<file path="src/rtl/secdec_irq_pkg.sv">
package secdec_irq_pkg;

    typedef enum logic [1:0] {
        PG_IDLE     = 2'd0,
        PG_ACTIVE   = 2'd1,
        PG_COMPLETE = 2'd2
    } page_state_e;

    localparam logic [3:0] OFS_ENABLE  = 4'h0;
    localparam logic [3:0] OFS_STATUS  = 4'h4;
    localparam logic [3:0] OFS_DONEMAP = 4'h8;
    localparam logic [3:0] OFS_PAGE    = 4'hC;

endpackage

</file>
<file path="src/rtl/secdec_regif.sv">
module secdec_regif
    import secdec_irq_pkg::*;
#(
    parameter int MAX_SECT = 8,
    parameter int ADDR_W   = 4,
    parameter int DATA_W   = 32,
    parameter int CNT_W    = 4
) (
    input  logic                clk,
    input  logic                rst_n,
    input  logic                bus_sel,
    input  logic                bus_wr,
    input  logic [ADDR_W-1:0]   bus_addr,
    input  logic [DATA_W-1:0]   bus_wdata,
    input  logic                pend,
    input  logic [MAX_SECT-1:0] done_map,
    input  logic [CNT_W-1:0]    page_total,
    input  logic                page_mode,
    output logic                irq_en,
    output logic                rd_status,
    output logic                page_wr,
    output logic [CNT_W-1:0]    new_total,
    output logic                new_mode,
    output logic [DATA_W-1:0]   bus_rdata
);

    logic              rd_req;
    logic              wr_req;
    logic              hit_en;
    logic              hit_stat;
    logic              hit_map;
    logic              hit_page;
    logic              cnt_ok;
    logic [DATA_W-1:0] rd_mux;
    logic              unused_wdata;

    assign rd_req   = bus_sel && !bus_wr;
    assign wr_req   = bus_sel && bus_wr;
    assign hit_en   = (bus_addr == ADDR_W'(OFS_ENABLE));
    assign hit_stat = (bus_addr == ADDR_W'(OFS_STATUS));
    assign hit_map  = (bus_addr == ADDR_W'(OFS_DONEMAP));
    assign hit_page = (bus_addr == ADDR_W'(OFS_PAGE));

    assign new_total = bus_wdata[CNT_W-1:0];
    assign new_mode  = bus_wdata[CNT_W];
    assign cnt_ok    = (new_total != '0) && (new_total <= CNT_W'(MAX_SECT));
    assign page_wr   = wr_req && hit_page && cnt_ok;
    assign rd_status = rd_req && hit_stat;

    assign unused_wdata = ^bus_wdata[DATA_W-1:CNT_W+1];

    always_comb begin
        rd_mux = '0;
        if (hit_en) begin
            rd_mux[0] = irq_en;
        end else if (hit_stat) begin
            rd_mux[0] = pend;
        end else if (hit_map) begin
            rd_mux[MAX_SECT-1:0] = done_map;
        end else if (hit_page) begin
            rd_mux[CNT_W-1:0] = page_total;
            rd_mux[CNT_W]     = page_mode;
        end
    end

    always_ff @(posedge clk or negedge rst_n) begin
        if (!rst_n) begin
            irq_en    <= 1'b0;
            bus_rdata <= '0;
        end else begin
            if (wr_req && hit_en) begin
                irq_en <= bus_wdata[0];
            end
            if (rd_req) begin
                bus_rdata <= rd_mux;
            end
        end
    end

    AST_RDATA_HOLD: assert property (@(posedge clk) disable iff (!rst_n)
        !rd_req |=> $stable(bus_rdata));

endmodule

</file>
<file path="src/rtl/secdec_page_fsm.sv">
module secdec_page_fsm
    import secdec_irq_pkg::*;
#(
    parameter int MAX_SECT = 8,
    parameter int IDX_W    = 3,
    parameter int CNT_W    = 4
) (
    input  logic                clk,
    input  logic                rst_n,
    input  logic                page_wr,
    input  logic [CNT_W-1:0]    new_total,
    input  logic                new_mode,
    input  logic                sec_done,
    input  logic [IDX_W-1:0]    sec_idx,
    output logic [MAX_SECT-1:0] done_map,
    output logic [CNT_W-1:0]    page_total,
    output logic                page_mode,
    output logic                sec_evt
);

    page_state_e         state_q;
    page_state_e         state_d;
    logic [CNT_W-1:0]    cnt_q;
    logic [CNT_W-1:0]    cnt_d;
    logic [MAX_SECT-1:0] map_d;
    logic [CNT_W-1:0]    total_d;
    logic                mode_d;
    logic                hit;
    logic                is_last;
    logic                page_done;

    assign hit     = sec_done && !page_wr;
    assign is_last = ((cnt_q + 1'b1) == page_total);

    // state register process
    always_ff @(posedge clk or negedge rst_n) begin
        if (!rst_n) begin
            state_q    <= PG_IDLE;
            cnt_q      <= '0;
            done_map   <= '0;
            page_total <= CNT_W'(MAX_SECT);
            page_mode  <= 1'b0;
        end else begin
            state_q    <= state_d;
            cnt_q      <= cnt_d;
            done_map   <= map_d;
            page_total <= total_d;
            page_mode  <= mode_d;
        end
    end

    // next-state and output process
    always_comb begin
        state_d   = state_q;
        cnt_d     = cnt_q;
        page_done = 1'b0;
        unique case (state_q)
            PG_IDLE: begin
                if (page_wr) begin
                    state_d = PG_ACTIVE;   // START
                    cnt_d   = '0;
                end
            end
            PG_ACTIVE: begin
                if (page_wr) begin
                    cnt_d = '0;            // RESTART
                end else if (hit) begin
                    cnt_d = cnt_q + 1'b1;  // COUNT
                    if (is_last) begin
                        state_d   = PG_COMPLETE;  // FINISH
                        page_done = 1'b1;
                    end
                end
            end
            PG_COMPLETE: begin
                if (page_wr) begin
                    state_d = PG_ACTIVE;   // START
                    cnt_d   = '0;
                end
            end
            default: begin
                state_d = PG_IDLE;
                cnt_d   = '0;
            end
        endcase

        map_d = done_map;
        if (page_wr) begin
            map_d = '0;
        end else if (hit) begin
            map_d[sec_idx] = 1'b1;
        end

        total_d = page_wr ? new_total : page_total;
        mode_d  = page_wr ? new_mode  : page_mode;
        sec_evt = hit && (!page_mode || page_done);
    end

    AST_MAP_STABLE: assert property (@(posedge clk) disable iff (!rst_n)
        (!page_wr && !sec_done) |=> $stable(done_map));

    AST_CNT_BOUND: assert property (@(posedge clk) disable iff (!rst_n)
        (state_q != PG_IDLE) |-> (cnt_q <= page_total));

endmodule

</file>
<file path="src/rtl/secdec_pend.sv">
module secdec_pend (
    input  logic clk,
    input  logic rst_n,
    input  logic sec_evt,
    input  logic page_wr,
    input  logic rd_status,
    input  logic irq_en,
    output logic pend,
    output logic irq
);

    logic clr;
    logic pend_d;

    assign clr = rd_status && irq_en;

    always_comb begin
        if (page_wr) begin
            pend_d = 1'b0;
        end else if (sec_evt) begin
            pend_d = 1'b1;
        end else if (clr) begin
            pend_d = 1'b0;
        end else begin
            pend_d = pend;
        end
    end

    always_ff @(posedge clk or negedge rst_n) begin
        if (!rst_n) begin
            pend <= 1'b0;
            irq  <= 1'b0;
        end else begin
            pend <= pend_d;
            irq  <= pend && irq_en;
        end
    end

    AST_CLR_GATED: assert property (@(posedge clk) disable iff (!rst_n)
        $fell(pend) |-> ($past(page_wr) || ($past(rd_status) && $past(irq_en))));

endmodule

</file>
<file path="src/rtl/secdec_irq_ctrl.sv">
module secdec_irq_ctrl
    import secdec_irq_pkg::*;
#(
    parameter int MAX_SECT = 8,
    parameter int ADDR_W   = 4,
    parameter int DATA_W   = 32
) (
    input  logic                         clk,
    input  logic                         rst_n,
    input  logic                         bus_sel,
    input  logic                         bus_wr,
    input  logic [ADDR_W-1:0]            bus_addr,
    input  logic [DATA_W-1:0]            bus_wdata,
    output logic [DATA_W-1:0]            bus_rdata,
    input  logic                         sec_done,
    input  logic [$clog2(MAX_SECT)-1:0]  sec_idx,
    output logic                         irq
);

    localparam int IDX_W = $clog2(MAX_SECT);
    localparam int CNT_W = $clog2(MAX_SECT + 1);

    logic                irq_en;
    logic                rd_status;
    logic                page_wr;
    logic [CNT_W-1:0]    new_total;
    logic                new_mode;
    logic                pend;
    logic [MAX_SECT-1:0] done_map;
    logic [CNT_W-1:0]    page_total;
    logic                page_mode;
    logic                sec_evt;

    secdec_regif #(
        .MAX_SECT(MAX_SECT), .ADDR_W(ADDR_W), .DATA_W(DATA_W), .CNT_W(CNT_W)
    ) u_regif (
        .clk(clk), .rst_n(rst_n),
        .bus_sel(bus_sel), .bus_wr(bus_wr), .bus_addr(bus_addr), .bus_wdata(bus_wdata),
        .pend(pend), .done_map(done_map), .page_total(page_total), .page_mode(page_mode),
        .irq_en(irq_en), .rd_status(rd_status), .page_wr(page_wr),
        .new_total(new_total), .new_mode(new_mode), .bus_rdata(bus_rdata)
    );

    secdec_page_fsm #(
        .MAX_SECT(MAX_SECT), .IDX_W(IDX_W), .CNT_W(CNT_W)
    ) u_fsm (
        .clk(clk), .rst_n(rst_n),
        .page_wr(page_wr), .new_total(new_total), .new_mode(new_mode),
        .sec_done(sec_done), .sec_idx(sec_idx),
        .done_map(done_map), .page_total(page_total), .page_mode(page_mode),
        .sec_evt(sec_evt)
    );

    secdec_pend u_pend (
        .clk(clk), .rst_n(rst_n),
        .sec_evt(sec_evt), .page_wr(page_wr), .rd_status(rd_status), .irq_en(irq_en),
        .pend(pend), .irq(irq)
    );

    AST_MASK_NEXT: assert property (@(posedge clk) disable iff (!rst_n)
        (bus_sel && bus_wr && bus_addr == ADDR_W'(OFS_ENABLE) && !bus_wdata[0])
        |-> ##2 !irq);

    AST_PULSE_WINS: assert property (@(posedge clk) disable iff (!rst_n)
        (sec_done && !page_mode && irq_en && bus_sel && !bus_wr
         && bus_addr == ADDR_W'(OFS_STATUS)) |-> ##2 irq);

endmodule

</file>
<file path="config.mk">
export PLATFORM = sky130hd
export DESIGN_NAME = secdec_irq_ctrl
export DESIGN_NICKNAME = d
export VERILOG_FILES = /design/src/rtl/secdec_irq_pkg.sv /design/src/rtl/secdec_regif.sv /design/src/rtl/secdec_page_fsm.sv /design/src/rtl/secdec_pend.sv /design/src/rtl/secdec_irq_ctrl.sv
export SDC_FILE = /design/constraint.sdc
export NUM_CORES = 1
export LEC_CHECK = 0
export BUFFER_PORTS_ARGS = -buffer_cell sky130_fd_sc_hd__clkbuf_2
export CAP_MARGIN = 0
export CORE_UTILIZATION = 46
export CTS_CLUSTER_SIZE = 40
export DETAILED_ROUTE_END_ITERATION = 10
export PLACE_DENSITY = 0.87
export SYNTH_ARGS = -nofsm -noshare
export SYNTH_HDL_FRONTEND = slang
export SYNTH_SLANG_ARGS = --single-unit
</file>
<file path="constraint.sdc">
create_clock -name clk -period 2 [get_ports clk]
set_input_delay 0.4 -clock clk [delete_from_list [all_inputs] [get_ports clk]]
set_output_delay 0.4 -clock clk [all_outputs]
set_load 0.01 [all_outputs]
</file>
==> results_tabular.tex <==
\begin{tabular}{lr}
\hline
Metric & Value \\
\hline
\multicolumn{2}{l}{\textbf{Floorplan}} \\
\quad Number of primary I/O pins & 77 \\
\quad Standard cell core area & 3337 sq um \\
\quad Starting density of the core & 48.22\% \\
\quad Die outline height & around 60 um \\
\quad Horizontal die dimension & 61.15 um \\
\quad Total die area & 3739 sq um \\
\quad Floorplan row count & 21 \\
\multicolumn{2}{l}{\textbf{Global routing}} \\
\quad Overall Global Routing Usage & 17.36\% \\
\quad Number of global-route vias before repair & $\sim$1.1k \\
\quad Global-route wire length before repair & 4650 um \\
\quad Maximum number of pins on one net before global-route repair & 31 \\
\quad Number of antenna violations at the first check in global routing & 0 \\
\quad Total congestion overflow & 0 \\
\multicolumn{2}{l}{\textbf{Timing}} \\
\quad Max-slew headroom at the worst pin & 51.97\% \\
\quad Largest clock skew in the final design & 0.004579 ns \\
\quad Fraction of the cycle the final worst path needs & 90.33\% \\
\quad Final-layout setup total negative slack & 0 ns \\
\quad Minimum hold slack & 0.1077 ns \\
\quad Final worst path period need & roughly 1.8 ns \\
\quad Count of final max-slew check failures & 0 \\
\quad Number of endpoints with negative hold slack in the final report & 0 \\
\quad Worst setup slack after layout & 0.1934 ns \\
\quad RSZ-0062 raised after global routing & false \\
\quad Setup Viol. Count Final & 0 \\
\quad Actual transition at the worst max-transition pin & 0.7204 ns \\
\quad Fmax achieved & 0.5535 GHz \\
\multicolumn{2}{l}{\textbf{Critical path}} \\
\quad Worst Path Arrival & 2.06 ns \\
\quad Crit-path max cell delay & between 0.4 and 0.5 ns \\
\quad Critical path buffer and inverter count & 0 \\
\quad Crit-path max FO & 5 \\
\quad CP Capture Type & flop \\
\quad Kind of launch point of the worst setup path & flop \\
\quad Worst endpoint required time & 2.26 ns \\
\quad Top cell family by delay on the critical path & simple AND/OR/NAND/NOR gates \\
\quad Crit path cell chain & ha\_1 > xnor3\_1 > nand3\_1 > or4\_1 > a31oi\_1 \\
\quad Critical Path Slowest Stage Cell & sky130\_fd\_sc\_hd\_\_or4\_1 \\
\quad Critical path type & reg2reg \\
\multicolumn{2}{l}{\textbf{Flow run}} \\
\quad Count of max-cap constraint violations & 0 \\
\multicolumn{2}{l}{\textbf{Detailed routing}} \\
\quad Post-route antenna net violation count & 0 \\
\quad Aggregate routed wire length & 2818 um \\
\quad Number of optimization iterations in the first detailed-route pass & 4 \\
\quad Vias & 1157 \\
\quad Post-DR wirelength/cell & 12.04 um \\
\quad Detailed-route vias per instance & 4.944 \\
\quad Number of remaining DRC errors & 0 \\
\quad Number of violations reported at the end of detailed-routing iteration 0 & 69 \\
\multicolumn{2}{l}{\textbf{Min path}} \\
\quad Min-Delay Path Class & in2async \\
\multicolumn{2}{l}{\textbf{CTS}} \\
\quad Num Clock Sinks & 30 \\
\quad Clock-pin transition on the worst setup and hold timing paths & 0.09 ns \\
\quad Number of gates resized after CTS & 0 \\
\quad Number of setup buffers added after CTS & 0 \\
\quad Clock Tree Root & sky130\_fd\_sc\_hd\_\_clkbuf\_4 \\
\quad Clock latency on the worst-skew pair & around 0.33 ns \\
\quad Number of clock buffers inserted by TritonCTS & 5 \\
\quad H-tree depth & 2 \\
\quad TritonCTS clock tree & done \\
\quad Clock buffer depth & 2 \\
\quad Number of buffers inserted for hold repair after clock tree synthesis & 0 \\
\multicolumn{2}{l}{\textbf{Final layout}} \\
\quad Final Core Density & 53.51\% \\
\quad Share of post-route cells with drive strength above 1 & 25.00\% \\
\quad Number of nets in the layout & 233 \\
\quad Ant. Diodes & 0 \\
\quad Synth-to-layout area growth & 10.96\% \\
\quad Leading cell types in the layout, fill and taps excluded & 29 x sky130\_fd\_sc\_hd\_\_dfrtp\_1, 25 x sky130\_fd\_sc\_hd\_\_clkbuf\_2, 24 x sky130\_fd\_sc\_hd\_\_conb\_1 \\
\quad Commonest non-fill, non-tap cell in the layout & sky130\_fd\_sc\_hd\_\_dfrtp\_1 \\
\multicolumn{2}{l}{\textbf{Power}} \\
\quad Reported leakage power & 0.8469 nW \\
\quad Worst supply voltage drop on vdd & 456.2 uV \\
\quad Power per cell area & roughly 1100 nW/um\^{}2 \\
\multicolumn{2}{l}{\textbf{Synth}} \\
\quad Count of unique library cells instantiated by Yosys & 40 \\
\quad Synth Register Bits & 30 \\
\quad Post-synth EDFFs & 0 \\
\quad Synth warnings & 0 \\
\quad Netlist Area Pre-Place & around 1600 sq um \\
\quad Main synth FF type & sky130\_fd\_sc\_hd\_\_dfrtp\_1 \\
\quad Synthesized area divided by synthesized cell count & slightly above 10 sq um \\
\quad Number of standard cells after synthesis & 157 \\
\quad Fraction of synthesis flops using an asynchronous set or reset pin & 100.0\% \\
\quad Proportion of synthesized chip area in sequential cells & between 40 and 50\% \\
\multicolumn{2}{l}{\textbf{Place}} \\
\quad Half-perimeter wire length of the detailed placement result & around 2100 um \\
\quad Weighted congestion at the end of routability-driven global placement & 0.7714 \\
\quad Pre-CTS setup slack & 0.1923 ns \\
\quad IO Port Bufs & 25 \\
\multicolumn{2}{l}{\textbf{Run status}} \\
\quad Outcome & completed \\
\hline
\end{tabular}
## layer usage
metal | global-route usage (%) | wire [um] | up-vias
li1 | - | - | 569
met5 | 0 | 0 | -
met4 | 7.792 | 36 | 0
met3 | 5.042 | 116 | 4
met1 | 19.36 | 1181 | 554
met2 | 30.59 | 1484 | 30
## synth_stat cells, drive strengths merged (2+ instances only)
| cell | count | area share, % |
|---|---|---|
| xor2 | 2 | 1.1 |
| mux2 | 6 | 4.2 |
| xnor2 | 2 | 1.1 |
| nand2 | 10 | 2.3 |
| nand3 | 4 | 1.2 |
| a21oi | 8 | 2.5 |
| o21ai | 5 | 1.6 |
| a22o | 3 | 1.6 |
| nor4 | 3 | 1.6 |
| nor3 | 2 | 0.62 |
| a31oi | 6 | 2.3 |
| clkbuf | 2 | 0.47 |
| dfrtp | 29 | 45 |
| mux2i | 7 | 4.4 |
| nor2b | 3 | 1.2 |
| buf | 27 | 13 |
| nor2 | 14 | 3.4 |
| nand2b | 4 | 1.6 |
| inv | 2 | 0.47 |
| a22oi | 2 | 0.93 |
## power breakdown
part / leakage, nW / switching, W / internal [W] / total [W]
Sequential: 0.354 / 0.000108 / 0.000719 / 0.000828
Combinational: 0.449 / 0.000293 / 0.000291 / 0.000584
Clock: 0.0443 / 0.000198 / 0.000291 / 0.000489
Total: 0.847 / 0.000599 / 0.00130 / 0.00190
## worst register-to-register path: cells and delay by family, from the launching register on
family,cells,cell delay [ns]
DFF,1,0.43
adders and majority gates,1,0.23
and+or+nand+nor,2,0.56
AOI/OAI and AO/OA,1,0.15
xor gates and xnor gates,1,0.37
## state kept, by name, indices dropped and copies added (netlist names)
signal             cells
u_fsm.page_mode        1
u_fsm.done_map         8
u_fsm.page_total       4
u_fsm.cnt_q            4
u_fsm.state_q          2
u_regif.bus_rdata      8
u_pend.irq             1
u_regif.irq_en         1
u_pend.pend            1
## per-stage QoR
step / power [W] / instance area [sq um] / std cells
floorplan: 0.001290 / 1695 / 180
global placement: 0.001385 / 1704 / 227
detailed placement: 0.001424 / 1704 / 227
CTS: 0.001919 / 1785 / 234
global route: 0.002045 / 1785 / 234
finish: 0.001901 / 1785 / 234
## path summary, 6_finish.rpt
path	start	to	cells after the start	slack [ns]
max reg2reg	u_fsm.cnt_q[1]$_DFFE_PN0P_	u_pend.pend$_DFFE_PN0P_	5	0.19
max	u_fsm.cnt_q[1]$_DFFE_PN0P_	u_pend.pend$_DFFE_PN0P_	5	0.19
min	rst_n	u_pend.irq$_DFF_PN0_	1	0.11
min reg2reg	u_regif.bus_rdata[4]$_DFFE_PN0P_	u_regif.bus_rdata[4]$_DFFE_PN0P_	2	0.48
min in group clk	bus_wdata[4]	u_fsm.page_mode$_DFFE_PN0P_	2	0.31
max in group asynchronous	rst_n	u_fsm.cnt_q[1]$_DFFE_PN0P_	1	1.43
## kinds of logic after synthesis
logic type               after synthesis  share of synthesized area [%]
flip-flops                            30                          46.73
other                                  1                         0.2331
buffers and inverters                 31                          13.61
AND/OR/NAND/NOR                       47                          15.01
adder cells (fa/ha/maj)                1                         0.7775
XOR/XNOR                               5                          3.577
AO/OA/AOI/OAI                         29                          11.51
multiplexers                          13                          8.554
## area by class of cell
cell class,count,area (sq um)
multi-input combinational,119,724.4
sequential,30,752.0
clock buffer,6,51.30
timing repair buffer,30,162.7
clock inverter,1,30.03
fill,303,1551
tap,46,57.56
inverter,2,7.507
Power figures use the tool's default switching activity.
